===== src/rtl/div_pkg.sv =====
package div_pkg;
  typedef struct packed {
    logic uns;
    logic half;
  } div_mode_t;
endpackage


===== src/rtl/div_operand_prep.sv =====
module div_operand_prep
  import div_pkg::*;
#(
  parameter int W  = 32,
  parameter int HW = 16
) (
  input  logic [W-1:0] op_a,
  input  logic [W-1:0] op_b,
  input  div_mode_t    mode,
  output logic [W-1:0] mag_a,
  output logic [W-1:0] mag_b,
  output logic         neg_quo,
  output logic         neg_rem,
  output logic         ovf
);
  localparam int EXT_W = W - HW;
  localparam logic [W-1:0] MOST_NEG = {1'b1, {(W-1){1'b0}}};

  logic [W-1:0] eff_b;
  logic         a_neg;
  logic         b_neg;

  // choose divisor view: full word or extended low half
  always_comb begin
    if (mode.half) begin
      if (mode.uns) eff_b = {{EXT_W{1'b0}}, op_b[HW-1:0]};
      else          eff_b = {{EXT_W{op_b[HW-1]}}, op_b[HW-1:0]};
    end else begin
      eff_b = op_b;
    end
  end

  always_comb begin
    a_neg   = !mode.uns && op_a[W-1];
    b_neg   = !mode.uns && eff_b[W-1];
    mag_a   = a_neg ? (~op_a + 1'b1) : op_a;
    mag_b   = b_neg ? (~eff_b + 1'b1) : eff_b;
    neg_quo = a_neg ^ b_neg;
    neg_rem = a_neg;
    ovf     = (eff_b == '0) ||
              (!mode.uns && (op_a == MOST_NEG) && (eff_b == {W{1'b1}}));
  end
endmodule


===== src/rtl/div_sequencer.sv =====
module div_sequencer #(
  parameter int W     = 32,
  parameter int LAT_S = 35,
  parameter int LAT_U = 34
) (
  input  logic clk,
  input  logic rst,
  input  logic start,
  input  logic uns,
  output logic load,
  output logic step,
  output logic finish,
  output logic busy,
  output logic done
);
  localparam int LAT_MAX = (LAT_S > LAT_U) ? LAT_S : LAT_U;
  localparam int CNT_W   = $clog2(LAT_MAX + 1);
  localparam int SC_W    = $clog2(W + 1);

  logic [CNT_W-1:0] cnt;
  logic [SC_W-1:0]  sc;

  assign load   = start && !busy;
  assign step   = busy && (sc != SC_W'(W));
  assign finish = busy && (cnt == '0);

  always_ff @(posedge clk) begin
    if (rst) begin
      busy <= 1'b0;
      done <= 1'b0;
      cnt  <= '0;
      sc   <= '0;
    end else begin
      done <= finish;
      if (load) begin
        busy <= 1'b1;
        cnt  <= uns ? CNT_W'(LAT_U - 1) : CNT_W'(LAT_S - 1);
        sc   <= '0;
      end else if (busy) begin
        if (finish) busy <= 1'b0;
        else        cnt  <= cnt - 1'b1;
        if (step)   sc   <= sc + 1'b1;
      end
    end
  end

  AST_DONE_SINGLE: assert property (@(posedge clk) disable iff (rst)
    done |=> !done);
  AST_BUSY_DONE_EXCL: assert property (@(posedge clk) disable iff (rst)
    !(busy && done));
  AST_BUSY_HELD: assert property (@(posedge clk) disable iff (rst)
    (busy && cnt != '0) |=> busy);
  AST_STEPS_COMPLETE: assert property (@(posedge clk) disable iff (rst)
    finish |-> (sc == SC_W'(W)));
endmodule


===== src/rtl/div_core.sv =====
module div_core #(
  parameter int W = 32
) (
  input  logic         clk,
  input  logic         rst,
  input  logic         load,
  input  logic         step,
  input  logic [W-1:0] mag_a,
  input  logic [W-1:0] mag_b,
  output logic [W-1:0] quo,
  output logic [W-1:0] part
);
  logic [W-1:0] dsr;
  logic [W:0]   trial;
  logic [W:0]   diff;

  always_comb begin
    trial = {part, quo[W-1]};
    diff  = trial - {1'b0, dsr};
  end

  always_ff @(posedge clk) begin
    if (rst) begin
      quo  <= '0;
      part <= '0;
      dsr  <= '0;
    end else if (load) begin
      quo  <= mag_a;
      part <= '0;
      dsr  <= mag_b;
    end else if (step) begin
      if (!diff[W]) begin
        part <= diff[W-1:0];
        quo  <= {quo[W-2:0], 1'b1};
      end else begin
        part <= trial[W-1:0];
        quo  <= {quo[W-2:0], 1'b0};
      end
    end
  end

  AST_PART_BELOW_DIVISOR: assert property (@(posedge clk) disable iff (rst)
    (dsr != '0) |-> (part < dsr));
endmodule


===== src/rtl/iter_divider.sv =====
module iter_divider
  import div_pkg::*;
#(
  parameter int WIDTH        = 32,
  parameter int HALF_W       = 16,
  parameter int LAT_SIGNED   = 35,
  parameter int LAT_UNSIGNED = 34
) (
  input  logic             clk,
  input  logic             rst,
  input  logic             start,
  input  logic             is_unsigned,
  input  logic             is_half,
  input  logic [WIDTH-1:0] dividend,
  input  logic [WIDTH-1:0] divisor,
  output logic             busy,
  output logic             done,
  output logic [WIDTH-1:0] quotient,
  output logic [WIDTH-1:0] remainder,
  output logic             flag_ov,
  output logic             flag_s,
  output logic             flag_z
);
  div_mode_t        mode;
  logic [WIDTH-1:0] mag_a, mag_b;
  logic             neg_quo, neg_rem, ovf;
  logic             load, step, finish;
  logic [WIDTH-1:0] core_q, core_r;
  logic             neg_quo_r, neg_rem_r, ovf_r;
  logic [WIDTH-1:0] fix_q, fix_r;

  assign mode.uns  = is_unsigned;
  assign mode.half = is_half;

  div_operand_prep #(.W(WIDTH), .HW(HALF_W)) prep_i (
    .op_a(dividend), .op_b(divisor), .mode(mode),
    .mag_a(mag_a), .mag_b(mag_b),
    .neg_quo(neg_quo), .neg_rem(neg_rem), .ovf(ovf)
  );

  div_sequencer #(.W(WIDTH), .LAT_S(LAT_SIGNED), .LAT_U(LAT_UNSIGNED)) seq_i (
    .clk(clk), .rst(rst), .start(start), .uns(is_unsigned),
    .load(load), .step(step), .finish(finish), .busy(busy), .done(done)
  );

  div_core #(.W(WIDTH)) core_i (
    .clk(clk), .rst(rst), .load(load), .step(step),
    .mag_a(mag_a), .mag_b(mag_b), .quo(core_q), .part(core_r)
  );

  // sign info captured with the operands
  always_ff @(posedge clk) begin
    if (rst) begin
      neg_quo_r <= 1'b0;
      neg_rem_r <= 1'b0;
      ovf_r     <= 1'b0;
    end else if (load) begin
      neg_quo_r <= neg_quo;
      neg_rem_r <= neg_rem;
      ovf_r     <= ovf;
    end
  end

  always_comb begin
    fix_q = neg_quo_r ? (~core_q + 1'b1) : core_q;
    fix_r = neg_rem_r ? (~core_r + 1'b1) : core_r;
  end

  always_ff @(posedge clk) begin
    if (rst) begin
      quotient  <= '0;
      remainder <= '0;
      flag_ov   <= 1'b0;
      flag_s    <= 1'b0;
      flag_z    <= 1'b0;
    end else if (finish) begin
      quotient  <= fix_q;
      remainder <= fix_r;
      flag_ov   <= ovf_r;
      flag_s    <= fix_q[WIDTH-1];
      flag_z    <= (fix_q == '0);
    end
  end

  AST_RESULT_HELD: assert property (@(posedge clk) disable iff (rst)
    !done |-> ($stable(quotient) && $stable(remainder) && $stable(flag_ov)));
endmodule


===== config.mk =====
export PLATFORM = sky130hd
export DESIGN_NAME = iter_divider
export DESIGN_NICKNAME = d
export VERILOG_FILES = /design/src/rtl/div_pkg.sv /design/src/rtl/div_operand_prep.sv /design/src/rtl/div_sequencer.sv /design/src/rtl/div_core.sv /design/src/rtl/iter_divider.sv
export SDC_FILE = /design/constraint.sdc
export NUM_CORES = 1
export LEC_CHECK = 0
export BUFFER_PORTS_ARGS = -buffer_cell sky130_fd_sc_hd__buf_2
export CAP_MARGIN = 30
export CORE_ASPECT_RATIO = 1.1
export CORE_MARGIN = 1.5
export CORE_UTILIZATION = 54
export DETAILED_ROUTE_END_ITERATION = 16
export PLACE_DENSITY = 0.86
export SLEW_MARGIN = 5
export SYNTH_ARGS = -nofsm -noshare
export SYNTH_HDL_FRONTEND = slang
export SYNTH_SLANG_ARGS = --single-unit

===== constraint.sdc =====
create_clock -name clk -period 3.7 [get_ports clk]
set_clock_uncertainty 0.2 [all_clocks]
set_input_delay 0.185 -clock clk [delete_from_list [all_inputs] [get_ports clk]]
set_output_delay 0.185 -clock clk [all_outputs]
set_load 0.02 [all_outputs]

* Word-level counts from Yosys, hierarchy flattened
Index checks and enable logic that the tools add are counted.
** Storage, ports and cells
- Register bits after elaboration :: 180
- Latch bits :: 0
- Memory bits (writable) :: 0
- ROM bits :: 0
- Output and inout port bits :: 69
- Logic and storage cells :: 66
- Memories kept :: 0
** Cells by class
- Add/subtract/negate cells :: 7
- Multiply operators :: 0
- Div/mod/pow operators :: 0
- $lt $le $gt $ge :: 0
- Eq/ne operators :: 4
- Shift operators :: 0
- Muxes and demuxes :: 17
- Bitwise operators :: 5
- Reductions and logical operators :: 18
** Operators with widths (number)
- $mux 32 :: 9
- $add 32x1->32 const B :: 4
- $not 32->32 :: 4
- $eq 32x32->1 const B :: 2
- $logic_not 32->1 :: 2
- $sub 33x32->33 :: 1
- $mux 6 :: 3
- $logic_and 1x1->1 :: 7
- $add 6x1->6 const B :: 1
- $logic_not 6->1 :: 1
- $ne 6x6->1 const B :: 1
- $sub 6x1->6 const B :: 1
- $mux 1 :: 4
- $reduce_and 2->1 :: 2
- $reduce_bool 2->1 :: 2
- $logic_not 1->1 :: 2
- $mux 2 :: 1
- $ne 2x1->1 const B :: 1
- $reduce_or 2->1 :: 1
- $logic_or 1x1->1 :: 1
- $xor 1x1->1 :: 1

* Depth between registers and ports, before layout
- Depth in word-level cells :: 5
- Mapped depth :: 13

* Cells and area by module
A second synthesis with hierarchy kept.
** Unflattened totals
- Cell total of the unflattened synthesis :: 1636
- Area total of the unflattened synthesis :: 12653.4 um^2
** By module, submodules not included
- div_core :: instances 1, cells each 754, area each 5890.6 um^2, sequential area each 1921.8 um^2
- iter_divider :: instances 1, cells each 516, area each 4167.7 um^2, sequential area each 1381.3 um^2
- div_operand_prep :: instances 1, cells each 280, area each 1851.8 um^2, sequential area each 0.0 um^2
- div_sequencer :: instances 1, cells each 86, area each 743.2 um^2, sequential area each 280.3 um^2

* Worst setup path after synthesis
No wires, ideal clock.
- Kind :: register to register
- From :: register core_i.quo[31]
- To :: register core_i.part[12]
- Setup time :: 0.117 ns
- Data arrival time :: 3.256 ns
- Data required time :: 3.383 ns
- Setup slack :: 0.127 ns
- Stages on the path, launching flop included :: 13
- Buffers on the path :: 1
- Clock period less this slack :: 3.573 ns
- Cells stage by stage :: dfxtp_1 -> inv_1 -> ha_1 -> fa_1 -> nand2b_1 -> a211oi_1 -> nor2_1 -> o31ai_1 -> a211oi_2 -> xor2_1 -> clkbuf_1 -> o21ai_0 -> a22o_1
** On the way
- Longest elaborated chain between the ends :: 2
** RTL lines
- from (decl) :: RTL line div_core.sv:10 : output logic [W-1:0] quo,
- from (signal assigned) :: RTL line div_core.sv:28 : quo <= mag_a;
- from (signal assigned) :: RTL line div_core.sv:34 : quo <= {quo[W-2:0], 1'b1};
- from (signal assigned) :: RTL line div_core.sv:37 : quo <= {quo[W-2:0], 1'b0};
- $sub 33x32->33 :: RTL line div_core.sv:19 : diff = trial - {1'b0, dsr};
- $mux 32 :: RTL line div_core.sv:32 : if (!diff[W]) begin
- to (signal assigned) :: RTL line div_core.sv:33 : part <= diff[W-1:0];
- to (signal assigned) :: RTL line div_core.sv:36 : part <= trial[W-1:0];
- to (decl) :: RTL line div_core.sv:11 : output logic [W-1:0] part
No other way between the ends.
A chain may end at the register's enable or synchronous reset.

* Worst setup path after layout
- From :: input port divisor[4]
- To :: register core_i.dsr[23]
** On the way
- Longest elaborated chain between the ends :: 5
** RTL lines
- from (decl) :: RTL line iter_divider.sv:15 : input logic [WIDTH-1:0] divisor,
- $mux 32 :: RTL line div_operand_prep.sv:26 : if (mode.uns) eff_b = {{EXT_W{1'b0}}, op_b[HW-1:0]};
- $mux 32 * :: RTL line div_operand_prep.sv:25 : if (mode.half) begin
- $not 32->32 * :: RTL line div_operand_prep.sv:37 : mag_b = b_neg ? (~eff_b + 1'b1) : eff_b;
- $add 32x1->32 * :: RTL line div_operand_prep.sv:37
- $mux 32 * :: RTL line div_operand_prep.sv:37
- to (signal assigned) :: RTL line div_core.sv:30 : dsr <= mag_b;
- to (decl) :: RTL line div_core.sv:13 : logic [W-1:0] dsr;
Mark *: on every way between the ends. The rest lies on a longest branch, timed or not.

==> metrics.log <==
INFO  metric routed_wirelength = 32900 um
INFO  metric synth_sequential_area_ratio = 0.307
INFO  metric syn_inst = 1545
INFO  metric path_class = input port to flop
INFO  metric gpl.final_weighted_congestion = 0.954
INFO  metric highest_clock_rate = 284 MHz
INFO  metric ff_latch_count_synth = 179
INFO  metric clk_latency_worst_skew_pair = 0.44 ns
INFO  metric run_status = finished, final reports clean
INFO  metric power_leakage = 5.47 nW
INFO  metric relSlewSlack = 0.351
INFO  metric die_span_in_x = 143 um
INFO  metric fp.dieArea = 0.0225 sq mm
INFO  metric timing.setup.tns = 0 ns
INFO  metric timing.critical_path.required = 3.88 ns
INFO  metric track_usage = 0.294
INFO  metric syn_nets = 1656
INFO  metric fin_total_pwr = 6.46 mW
INFO  metric drtAntennaViolNets = 0
INFO  metric start_util = 0.549
INFO  metric clock_tree.buffer_depth = 2
INFO  metric vias_in_the_first_global_route = 10685
INFO  metric critPathLaunchType = input port
INFO  metric worst-path-max-fanout = 5
INFO  metric die_height = 157 um
INFO  metric timing.hold.worst.class = input port to flop
INFO  metric synthFlopType = sky130_fd_sc_hd__dfxtp_1
INFO  metric synth_enable_flop_cells = 0
INFO  metric multi_input_gate_area = 0.00753 sq mm
INFO  metric cts_tree = done
INFO  metric remaining_drc_errors = 0
INFO  metric finalCriticalPeriod = 3.52 ns
INFO  metric via_count_of_the_routed_design = 11895
INFO  metric layout-area-overhead-vs-synth = 17.3%
INFO  metric fin_crit_sh = 0.952
INFO  metric fraction_of_final_layout_cells_sized_beyond_drive_strength_1 = 0.139
INFO  metric final_hold_viol_count = 0
INFO  metric total_count_of_max_transition_violations_in_the_final_report = 0
INFO  metric initialDrtViolationCount = 1172
INFO  metric place.detailed.hpwl = 23800 um
INFO  metric rows = 56
INFO  metric clock_tree.htree_level_count = 4
INFO  metric cts_made_buffers = 17
INFO  metric nFillCells = 1827
INFO  metric power_density = 471 mW/mm^2
INFO  metric arrival_time_at_the_worst_endpoint = 3.70 ns
INFO  metric setup-violations-final = 0
INFO  metric worst_slew_pin_slew = 0.972 ns
INFO  metric area.sequential = 0.00358 sq mm
INFO  metric nNetsFinal = 1783
INFO  metric antenna-diode-count = 0
INFO  metric synth-async-reset-ratio = 0
INFO  metric maximum_number_of_pins_on_one_net_before_global_route_repair = 65
INFO  metric fp.coreArea = 0.0213 sq mm
INFO  metric antenna_violations_before_repair = 0
INFO  metric first_pass_grt_wire_length = 53400 um
INFO  metric i_o_pins = 138
INFO  metric irDropWorstVdd = 0.000250 V
INFO  metric clock_sinks = 179
INFO  metric port_buffers = 137
INFO  metric ys_warn_count = 0
INFO  metric cp-end-kind = flop
INFO  metric synth.distinct_cells = 76
INFO  metric cell_area_after_synthesis = 0.0117 sq mm
INFO  metric globalRouteOverflowTotal = 0
INFO  metric routed_via_count_divided_by_cell_count = 6.02
INFO  metric clkSlewWorstSetupHoldPaths = 0.07 ns
INFO  metric cts.root.buffer_cell = sky130_fd_sc_hd__clkbuf_16
INFO  metric routedWlPerCell = 16.6 um
INFO  metric finalHoldWorstSlack = 0.0195 ns
INFO  metric maxCapViolations = 0
INFO  metric detailedRoute.firstPassIterationCount = 6
INFO  metric synth.avg_cell_area = 7.56 sq um
INFO  metric final_util = 0.644
## metrics by stage
step / instance area (sq um) / setup WS [ns] / cells
6_report: 13700 / 0.179 / 1975
4_1_cts: 13700 / 0.0454 / 1974
3_5_place_dp: 12600 / 0.0672 / 1896
5_1_grt: 13700 / -0.0821 / 1975
2_1_floorplan: 11700 / 0.127 / 1545
3_3_place_gp: 12600 / 0.216 / 1896
## where the power goes
| group | leakage (nW) | switching (mW) | internal [mW] |
|---|---|---|---|
| logic | 3.71 | 1.40 | 0.906 |
| registers | 1.46 | 0.190 | 2.10 |
| clock network | 0.299 | 0.783 | 1.09 |
## sequential cells by signal, indices dropped and copies added (netlist names), 6 cells and up
| name | flops |
|---|---|
| core_i.dsr | 32 |
| core_i.quo | 32 |
| quotient | 32 |
| seq_i.sc | 6 |
| remainder | 32 |
| core_i.part | 32 |
| seq_i.cnt | 6 |
## worst max-delay path, stage by stage
cell and delay [ns]:
sky130_fd_sc_hd__dlygate4sd3_1 0.54, sky130_fd_sc_hd__buf_2 0.16, sky130_fd_sc_hd__nor4_2 0.37, sky130_fd_sc_hd__nor4b_2 0.31
sky130_fd_sc_hd__nand3_1 0.21, sky130_fd_sc_hd__or3_4 0.46, sky130_fd_sc_hd__or3_1 0.40, sky130_fd_sc_hd__nor2_1 0.14
sky130_fd_sc_hd__o21bai_1 0.08, sky130_fd_sc_hd__a311oi_1 0.27, sky130_fd_sc_hd__dlygate4sd3_1 0.58
## cells in the mapped netlist, types with 18 or more instances
master	instances	area, sq um
sky130_fd_sc_hd__nor2_1	181	679
sky130_fd_sc_hd__clkbuf_1	94	353
sky130_fd_sc_hd__a21oi_1	150	751
sky130_fd_sc_hd__xnor2_1	52	455
sky130_fd_sc_hd__or3_1	26	163
sky130_fd_sc_hd__dfxtp_1	179	3580
sky130_fd_sc_hd__o31ai_1	27	203
sky130_fd_sc_hd__nand2_1	169	634
sky130_fd_sc_hd__ha_1	41	513
sky130_fd_sc_hd__nor3_1	25	125
sky130_fd_sc_hd__a211oi_1	82	616
sky130_fd_sc_hd__nand3_1	19	95.1
sky130_fd_sc_hd__xor2_1	96	841
sky130_fd_sc_hd__a22oi_1	31	233
sky130_fd_sc_hd__o21ai_0	82	410
sky130_fd_sc_hd__inv_1	53	199
sky130_fd_sc_hd__nand4_1	18	113
## cell families after synthesis
family                   count (synthesis)  share of synthesized area
AND/OR/NAND/NOR                        527                      0.210
AO/OA/AOI/OAI                          480                      0.266
flip-flops                             179                      0.307
buffers and inverters                  162                     0.0537
XOR/XNOR                               148                      0.111
adder cells (fa/ha/maj)                 42                     0.0456
multiplexers                             7                    0.00621
## routing by layer
| metal | GRT usage | part of all wire |
|---|---|---|
| met5 | 0 | 0 |
| met4 | 0.0787 | 0.017 |
| met3 | 0.0347 | 0.093 |
| met2 | 0.456 | 0.44 |
| met1 | 0.430 | 0.45 |
## cell type report
cell class,instances,share of cell area
Multi-Input combinational cell,1204,0.549
Timing Repair Buffer,216,0.104
Clock buffer,22,0.0360
Sequential cell,179,0.261
Clock inverter,10,0.00876
Inverter,54,0.0148
Tap cell,290,0.0265
## final timing paths
kind	slack, ns	cells after the start	from	to
max	0.18	11	divisor[4]	core_i.dsr[23]$_SDFFE_PP0P_
min	0.02	4	start	core_i.dsr[2]$_SDFFE_PP0P_
max reg2reg	0.24	12	core_i.quo[31]$_SDFFE_PP0P_	core_i.part[9]$_SDFFE_PP0P_
min reg2reg	0.25	2	flag_ov$_SDFFE_PP0P_	flag_ov$_SDFFE_PP0P_
## layout by cell type (no fill, tap or decap), types with 12 or more instances in the layout
master                          synthesis  routed
sky130_fd_sc_hd__buf_4                  2      32
sky130_fd_sc_hd__a21o_1                17      17
sky130_fd_sc_hd__o21ai_0               82      82
sky130_fd_sc_hd__nand2b_1              16      16
sky130_fd_sc_hd__xnor2_1               52      52
sky130_fd_sc_hd__dfxtp_1              179     179
sky130_fd_sc_hd__or4_1                 12      12
sky130_fd_sc_hd__a311oi_1              12      12
sky130_fd_sc_hd__nor2_1               181     181
sky130_fd_sc_hd__ha_1                  41      41
sky130_fd_sc_hd__nand2_1              169     169
sky130_fd_sc_hd__a22oi_1               31      31
sky130_fd_sc_hd__clkbuf_16              0      17
sky130_fd_sc_hd__a211oi_1              82      82
sky130_fd_sc_hd__o31ai_1               27      26
sky130_fd_sc_hd__nand3_1               19      19
sky130_fd_sc_hd__nor3_1                25      25
sky130_fd_sc_hd__nand4_1               18      18
sky130_fd_sc_hd__dlygate4sd3_1          0      46
sky130_fd_sc_hd__xor2_1                96      95
sky130_fd_sc_hd__inv_1                 53      53
sky130_fd_sc_hd__or3_1                 26      25
sky130_fd_sc_hd__buf_2                  4     136
sky130_fd_sc_hd__a21oi_1              150     150
sky130_fd_sc_hd__o41ai_1               12      12
sky130_fd_sc_hd__nor4_1                14      12
## repair_timing
| action | CTS | global route |
|---|---|---|
| buffers inserted | 0 | 0 |
| endpoints found under the hold margin | 46 | 0 |
| setup endpoints to repair | 0 | 24 |
| gates resized for setup | 0 | 5 |
| hold buffers | 46 | 0 |
(Power assumes the default switching activity.)
